===== src/rtl/uart_rxb_pkg.sv =====
`timescale 1ns/1ps
package uart_rxb_pkg;

  localparam int unsigned RXB_W = 8;
  localparam int unsigned RXB_MAX_CHAR = 12;

  // trigger select to fill level
  function automatic logic [4:0] trig_level(input logic [1:0] sel);
    case (sel)
      2'b00:   trig_level = 5'd1;
      2'b01:   trig_level = 5'd4;
      2'b10:   trig_level = 5'd8;
      default: trig_level = 5'd14;
    endcase
  endfunction

  // bit times in one character: start + data + parity + stop
  function automatic logic [3:0] char_bits(input logic [1:0] len,
                                           input logic par,
                                           input logic stop2);
    char_bits = 4'd6 + {2'b00, len} + {3'b000, par} + (stop2 ? 4'd2 : 4'd1);
  endfunction

endpackage


===== src/rtl/rxb_store.sv =====
`timescale 1ns/1ps
module rxb_store #(
  parameter int DEPTH = 16,
  parameter int W     = 8
) (
  input  logic                         clk,
  input  logic                         rst_n,
  input  logic                         push,
  input  logic                         pop,
  input  logic                         flush,
  input  logic [W-1:0]                 din,
  output logic [W-1:0]                 head,
  output logic [$clog2(DEPTH+1)-1:0]   count
);
  localparam int PW = (DEPTH > 1) ? $clog2(DEPTH) : 1;
  localparam int CW = $clog2(DEPTH+1);

  logic [W-1:0]  mem [DEPTH];
  logic [PW-1:0] wp, wp_n, rp, rp_n;
  logic [CW-1:0] cnt, cnt_n;

  function automatic logic [PW-1:0] step_ptr(input logic [PW-1:0] p);
    step_ptr = (p == PW'(DEPTH-1)) ? '0 : p + 1'b1;
  endfunction

  always_comb begin
    wp_n  = wp;
    rp_n  = rp;
    cnt_n = cnt;
    if (flush) begin
      wp_n  = '0;
      rp_n  = '0;
      cnt_n = '0;
    end else begin
      if (push) wp_n = step_ptr(wp);
      if (pop)  rp_n = step_ptr(rp);
      cnt_n = cnt + CW'(push) - CW'(pop);
    end
  end

  always_ff @(posedge clk or negedge rst_n) begin
    if (!rst_n) begin
      wp  <= '0;
      rp  <= '0;
      cnt <= '0;
    end else begin
      wp  <= wp_n;
      rp  <= rp_n;
      cnt <= cnt_n;
    end
  end

  // storage entries, each with its own write enable
  for (genvar gi = 0; gi < DEPTH; gi++) begin : g_entry
    logic we;
    assign we = push && !flush && (wp == PW'(gi));
    always_ff @(posedge clk) begin
      if (we) mem[gi] <= din;
    end
  end

  assign head  = mem[rp];
  assign count = cnt;

endmodule


===== src/rtl/rxb_timeout.sv =====
`timescale 1ns/1ps
module rxb_timeout #(
  parameter int CHARS    = 4,
  parameter int MAX_CHAR = 12
) (
  input  logic       clk,
  input  logic       rst_n,
  input  logic       restart,
  input  logic       stop,
  input  logic       tick,
  input  logic [3:0] char_len,
  output logic       expire
);
  localparam int CW = $clog2(CHARS*MAX_CHAR + 1);

  logic          armed, armed_n;
  logic [CW-1:0] tcnt, tcnt_n;
  logic [CW-1:0] limit;
  logic          last;

  assign limit = CW'(CHARS) * CW'(char_len);
  assign last  = (tcnt == limit - 1'b1);

  always_comb begin
    armed_n = armed;
    tcnt_n  = tcnt;
    expire  = 1'b0;
    if (stop) begin
      armed_n = 1'b0;
      tcnt_n  = '0;
    end else if (restart) begin
      armed_n = 1'b1;
      tcnt_n  = '0;
    end else if (tick && armed) begin
      if (last) begin
        armed_n = 1'b0;
        tcnt_n  = '0;
        expire  = 1'b1;
      end else begin
        tcnt_n  = tcnt + 1'b1;
      end
    end
  end

  always_ff @(posedge clk or negedge rst_n) begin
    if (!rst_n) begin
      armed <= 1'b0;
      tcnt  <= '0;
    end else begin
      armed <= armed_n;
      tcnt  <= tcnt_n;
    end
  end

endmodule


===== src/rtl/uart_rx_fifo.sv =====
`timescale 1ns/1ps
module uart_rx_fifo
  import uart_rxb_pkg::*;
#(
  parameter int DEPTH   = 16,
  parameter int TO_CHARS = 4
) (
  input  logic                       clk,
  input  logic                       rst_n,
  input  logic [RXB_W-1:0]           rx_byte,
  input  logic                       rx_valid,
  input  logic                       rx_break,
  input  logic                       cfg_wr,
  input  logic [7:0]                 cfg_data,
  input  logic [1:0]                 lcr_len,
  input  logic                       lcr_par,
  input  logic                       lcr_stop2,
  input  logic                       bit_tick,
  input  logic                       rd_strobe,
  input  logic                       status_rd,
  output logic [RXB_W-1:0]           rd_data,
  output logic                       data_ready,
  output logic                       break_flag,
  output logic                       overrun,
  output logic [$clog2(DEPTH+1)-1:0] count,
  output logic                       trig_hit,
  output logic                       timeout_pend
);
  localparam int CNT_W = $clog2(DEPTH+1);

  // configuration and flag registers
  logic             fifo_en, fifo_en_n;
  logic [1:0]       trig_sel, trig_sel_n;
  logic [RXB_W-1:0] hold, hold_n;
  logic             hold_dr, hold_dr_n;
  logic             brk, brk_n;
  logic             ovr, ovr_n;
  logic             pend, pend_n;

  // datapath
  logic             flush, arrive, push_req, push_ok, drop, rd_fifo, restart, expire;
  logic [RXB_W-1:0] arr_byte, head;
  logic [CNT_W-1:0] cnt, cnt_after;

  assign flush    = cfg_wr && (cfg_data[1] || (cfg_data[0] != fifo_en));
  assign arrive   = (rx_valid || rx_break) && !flush;
  assign arr_byte = rx_break ? '0 : rx_byte;
  assign rd_fifo  = rd_strobe && fifo_en && !flush && (cnt != '0);
  assign push_req = arrive && fifo_en;
  assign push_ok  = push_req && ((cnt < CNT_W'(DEPTH)) || rd_fifo);
  assign drop     = push_req && !push_ok;
  assign cnt_after = cnt + CNT_W'(push_ok) - CNT_W'(rd_fifo);
  assign restart  = push_req || (rd_fifo && (cnt_after != '0));

  rxb_store #(.DEPTH(DEPTH), .W(RXB_W)) u_store (
    .clk   (clk),
    .rst_n (rst_n),
    .push  (push_ok),
    .pop   (rd_fifo),
    .flush (flush),
    .din   (arr_byte),
    .head  (head),
    .count (cnt)
  );

  rxb_timeout #(.CHARS(TO_CHARS), .MAX_CHAR(RXB_MAX_CHAR)) u_timer (
    .clk      (clk),
    .rst_n    (rst_n),
    .restart  (restart),
    .stop     (flush),
    .tick     (bit_tick),
    .char_len (char_bits(lcr_len, lcr_par, lcr_stop2)),
    .expire   (expire)
  );

  always_comb begin
    fifo_en_n  = fifo_en;
    trig_sel_n = trig_sel;
    hold_n     = hold;
    hold_dr_n  = hold_dr;
    brk_n      = brk;
    ovr_n      = ovr;
    pend_n     = pend;

    if (cfg_wr) begin
      fifo_en_n  = cfg_data[0];
      trig_sel_n = cfg_data[7:6];
    end

    // single holding register used in unbuffered mode
    if (flush) begin
      hold_dr_n = 1'b0;
    end else if (arrive && !fifo_en) begin
      hold_n    = arr_byte;
      hold_dr_n = 1'b1;
    end else if (rd_strobe && !fifo_en) begin
      hold_dr_n = 1'b0;
    end

    // break flag: set has priority over every clear
    if (arrive && rx_break) begin
      brk_n = 1'b1;
    end else if (flush || status_rd ||
                 (rd_strobe && (fifo_en ? (cnt_after == '0) : 1'b1))) begin
      brk_n = 1'b0;
    end

    // overrun: lost FIFO byte or overwritten holding register
    if (drop || (!fifo_en && arrive && !rx_break && hold_dr && !rd_strobe)) begin
      ovr_n = 1'b1;
    end else if (status_rd) begin
      ovr_n = 1'b0;
    end

    // timeout pending
    if (flush || rd_strobe) begin
      pend_n = 1'b0;
    end else if (expire && (cnt != '0)) begin
      pend_n = 1'b1;
    end
  end

  always_ff @(posedge clk or negedge rst_n) begin
    if (!rst_n) begin
      fifo_en  <= 1'b0;
      trig_sel <= 2'b00;
      hold     <= '0;
      hold_dr  <= 1'b0;
      brk      <= 1'b0;
      ovr      <= 1'b0;
      pend     <= 1'b0;
    end else begin
      fifo_en  <= fifo_en_n;
      trig_sel <= trig_sel_n;
      hold     <= hold_n;
      hold_dr  <= hold_dr_n;
      brk      <= brk_n;
      ovr      <= ovr_n;
      pend     <= pend_n;
    end
  end

  assign data_ready   = fifo_en ? (cnt != '0) : hold_dr;
  assign rd_data      = fifo_en ? ((cnt != '0) ? head : '0) : hold;
  assign trig_hit     = data_ready &&
                        (!fifo_en || (cnt >= CNT_W'(trig_level(trig_sel))));
  assign break_flag   = brk;
  assign overrun      = ovr;
  assign count        = cnt;
  assign timeout_pend = pend;

endmodule


===== config.mk =====
export PLATFORM = sky130hd
export DESIGN_NAME = uart_rx_fifo
export DESIGN_NICKNAME = d
export VERILOG_FILES = /design/src/rtl/uart_rxb_pkg.sv /design/src/rtl/rxb_store.sv /design/src/rtl/rxb_timeout.sv /design/src/rtl/uart_rx_fifo.sv
export SDC_FILE = /design/constraint.sdc
export NUM_CORES = 1
export LEC_CHECK = 0
export BUFFER_PORTS_ARGS = -buffer_cell sky130_fd_sc_hd__buf_2
export CAP_MARGIN = 40
export CELL_PAD_IN_SITES_DETAIL_PLACEMENT = 1
export CELL_PAD_IN_SITES_GLOBAL_PLACEMENT = 1
export CORE_ASPECT_RATIO = 0.5
export CORE_MARGIN = 2
export CORE_UTILIZATION = 51
export CTS_CLUSTER_SIZE = 14
export DETAILED_ROUTE_END_ITERATION = 8
export PLACE_DENSITY_LB_ADDON = 0.15
export SLEW_MARGIN = 10
export SYNTH_ARGS = -nofsm -noshare
export SYNTH_HDL_FRONTEND = slang
export SYNTH_SLANG_ARGS = --single-unit

===== constraint.sdc =====
create_clock -name clk -period 3.6 [get_ports clk]
set_clock_uncertainty 0.1 [all_clocks]
set_input_delay 0.54 -clock clk [delete_from_list [all_inputs] [get_ports clk]]
set_output_delay 0.54 -clock clk [all_outputs]
set_load 0.05 [all_outputs]

==> impl_results.md <==
* CTS tree: done
* Setup crit start kind: flip-flop
* Worst Path Buf+Inv at 3
* Largest net degree at the start of global routing at 36
* Fin util at 0.617
* Slowest cell delay on critical path at 0.47 ns
* DR vias at 4,395
* Final hold vios at 0
* Layout cell share with drive strength beyond 1 at 0.266
* Critical-path top delay cell: or4b_4
* Power Dens Cells at 633 mW/mm2
* DRC at 0
* Initial antenna violation count at 0
* Final Net Count at 579
* Layout area overhead at 16.4%
* CP Cell Sequence: inv_1 > ha_1 > or4b_4 > nand3_2 > nor2_1 > ha_1 > inv_1 > ha_1 > inv_1 > fa_2 > nand2b_1 > a21oi_2 > xnor2_2 > nand3_1 > a221o_1
* Max transition margin at 0.517
* WL per Instance at 24.2 um
* Core ar. at 0.0138 mm2
* Seq/Total Area, Yosys at 0.646
* Die Width at 173 um
* Non-Filler Instances at 734
* Post-Place Cells at 699
* Clk buf depth at 2
* Ranking of synthesized cells by area: edfxtp_1, dfrtp_1, mux4_2, mux4_1, ha_1
* Least-Margin Pin Slew at 0.725 ns
* P_leak at 0.00319 uW
* DRT iter0 DRCs at 346
* Design Area, Final at 0.00850 mm2
* Clk Latency, worst-skew pair at 0.43 ns
* Crit path arrival time at 3.60 ns
* F_max at 0.295 GHz
* Minimum clock period at 3.39 ns
* Antenna fix cells at 0
* Post-Route Hold Slack at 0.234 ns
* CTS clk-pin slew, worst paths at 0.07 ns
* Async set-reset flop share out of synthesis at 0.215
* RSZ-0062 raised after global routing: false
* Routability cong. at 0.821
* Total gr overflow at 0
* Post-synthesis register bit count at 163
* CTS root buffer: clkbuf_16
* Placed inst area at 0.00782 mm2
* Total GRT Usage at 0.246
* Die area at 0.0153 mm2
* Post-Synthesis Cells at 463
* Area share of the largest cell type after synthesis at 0.526
* Pre-antenna DRT Iters at 4
* DPL Wire Length at 11,400 um
* Fin. max-slew vios at 0
* Hold Crit Class: in -> reg
* Crit path max fanout at 4
* Port Buffer Count at 41
* Initial Util at 0.530
* Max rail drop VDD at 0.000442 V
* Synth top cells by count: edfxtp_1, dfrtp_1, inv_1, nor2_1, a21oi_1
* Final wirelength at 17,800 um
* Mapped cell area at 0.00730 mm2
* Postcts setup bufs at 0
* Post-synth EDFFs at 128
* Crit. End Element: flip-flop
* TritonCTS Sinks at 163
* Num rows at 30
* Power Total at 5380 uW
* H-tree levels at 4
* YS warnings at 0
* DRT antenna net count at 0
* Max Cap Viol at 0
* Unique cell type count in the Yosys netlist at 49
* Mean Syn Cell Area at 15.8 um2
* Kind of critical path: reg -> reg
* Finish-stage setup viols at 0
* Dominant cell type by area after synthesis: edfxtp_1
* Post-synth top flop: edfxtp_1
* Count leader, synth: edfxtp_1
* IO Pins at 46
* Post-synth net total at 513
* CTS buffer count at 17
* First-pass GRT wire length at 27,100 um
* DR vias/cell at 5.99
* Crit path max-delay family: adder cells
* Vias in the first global route at 4,711
* Height of the die at 88.6 um
* Outcome: finished clean
* Critical Path RT at 3.81 ns
* Post-route clock period utilization at 0.941
==> state kept, by name (all words and copies together), names as in the netlist <==
register / count
u_timer.tcnt: 6
u_timer.armed: 1
timeout_pend: 1
hold: 8
u_store.mem: 128
u_store.rp: 4
overrun: 1
trig_sel: 2
fifo_en: 1
u_store.wp: 4
u_store.count: 5
break_flag: 1
hold_dr: 1
==> area by class of cell <==
cell class	instances	area [um2]
timing repair buffer	67	428
clock buffer	18	429
sequential	163	4720
inverter	27	101
clock inverter	14	164
tap	192	240
fill	1294	5270
multi-input combinational	253	2420
==> final timing paths <==
check / from / to / slack, ns / cells after the start
min in group asynchronous: rst_n / hold[5]$_DFFE_PN0P_ / 0.35 / 2
setup / recovery: u_store.count[2]$_DFF_PN0_ / u_timer.armed$_DFFE_PN0P_ / 0.21 / 15
hold / removal: cfg_data[6] / trig_sel[0]$_DFFE_PN0P_ / 0.23 / 3
hold reg to reg: hold[3]$_DFFE_PN0P_ / hold[3]$_DFFE_PN0P_ / 0.42 / 1
setup reg to reg: u_store.count[2]$_DFF_PN0_ / u_timer.armed$_DFFE_PN0P_ / 0.21 / 15
max in group asynchronous: rst_n / u_store.rp[0]$_DFFE_PN0P_ / 2.64 / 3
==> power by group <==
group,internal (uW),switching [uW]
combinational,527,850
clock,993,837
sequential,2110,67.3
==> metal layers <==
metal | vias up | wire length, um | track usage
li1 | 1907 | - | -
met1 | 2309 | 7790 | 0.326
met2 | 143 | 8830 | 0.413
met3 | 36 | 847 | 0.0473
met4 | 0 | 327 | 0.0978
met5 | - | 0 | 0
==> repair_timing <==
action                                  4_1_cts  5_1_grt
endpoints found under the hold margin         0       12
gates resized for setup                       3        6
hold buffers                                  0        1
endpoints found under the setup margin        6        8
pin swaps                                     0        4
==> tightest hold or removal path, stage by stage <==
cell and delay (ns):
buf_2 0.07, nand2_1 0.04, o21ai_0 0.07
==> kinds of logic after synthesis <==
| family | Yosys count | synth area share |
|---|---|---|
| xor+xnor | 16 | 0.0192 |
| flops | 163 | 0.646 |
| fa+ha+maj | 22 | 0.0398 |
| mux | 56 | 0.141 |
| buf+inv | 47 | 0.0290 |
| compound gates | 63 | 0.0559 |
| simple gates | 96 | 0.0689 |
==> layout by cell type, fill, tap and decap left out, types with 9 or more instances in the layout <==
master and instances:
a21oi_1 21, and2_1 9, buf_2 41, buf_4 23, clkbuf_16 17, dfrtp_1 34, edfxtp_1 128, ha_1 20
inv_1 27, mux2_2 16, mux4_1 13, mux4_2 19, nand2_1 15, nor2_1 26, nor2b_1 14, o21ai_0 13
xor2_1 11
==> stage by stage <==
| step | setup slack (ns) | TNS [ns] |
|---|---|---|
| floorplan | 0.00421 | 0 |
| global placement | -0.00985 | -0.0410 |
| detailed placement | -0.186 | -0.860 |
| CTS | 0.0202 | 0 |
| global route | 0.00880 | 0 |
| finish | 0.214 | 0 |
Note: power is estimated with default switching activity, not from simulation.
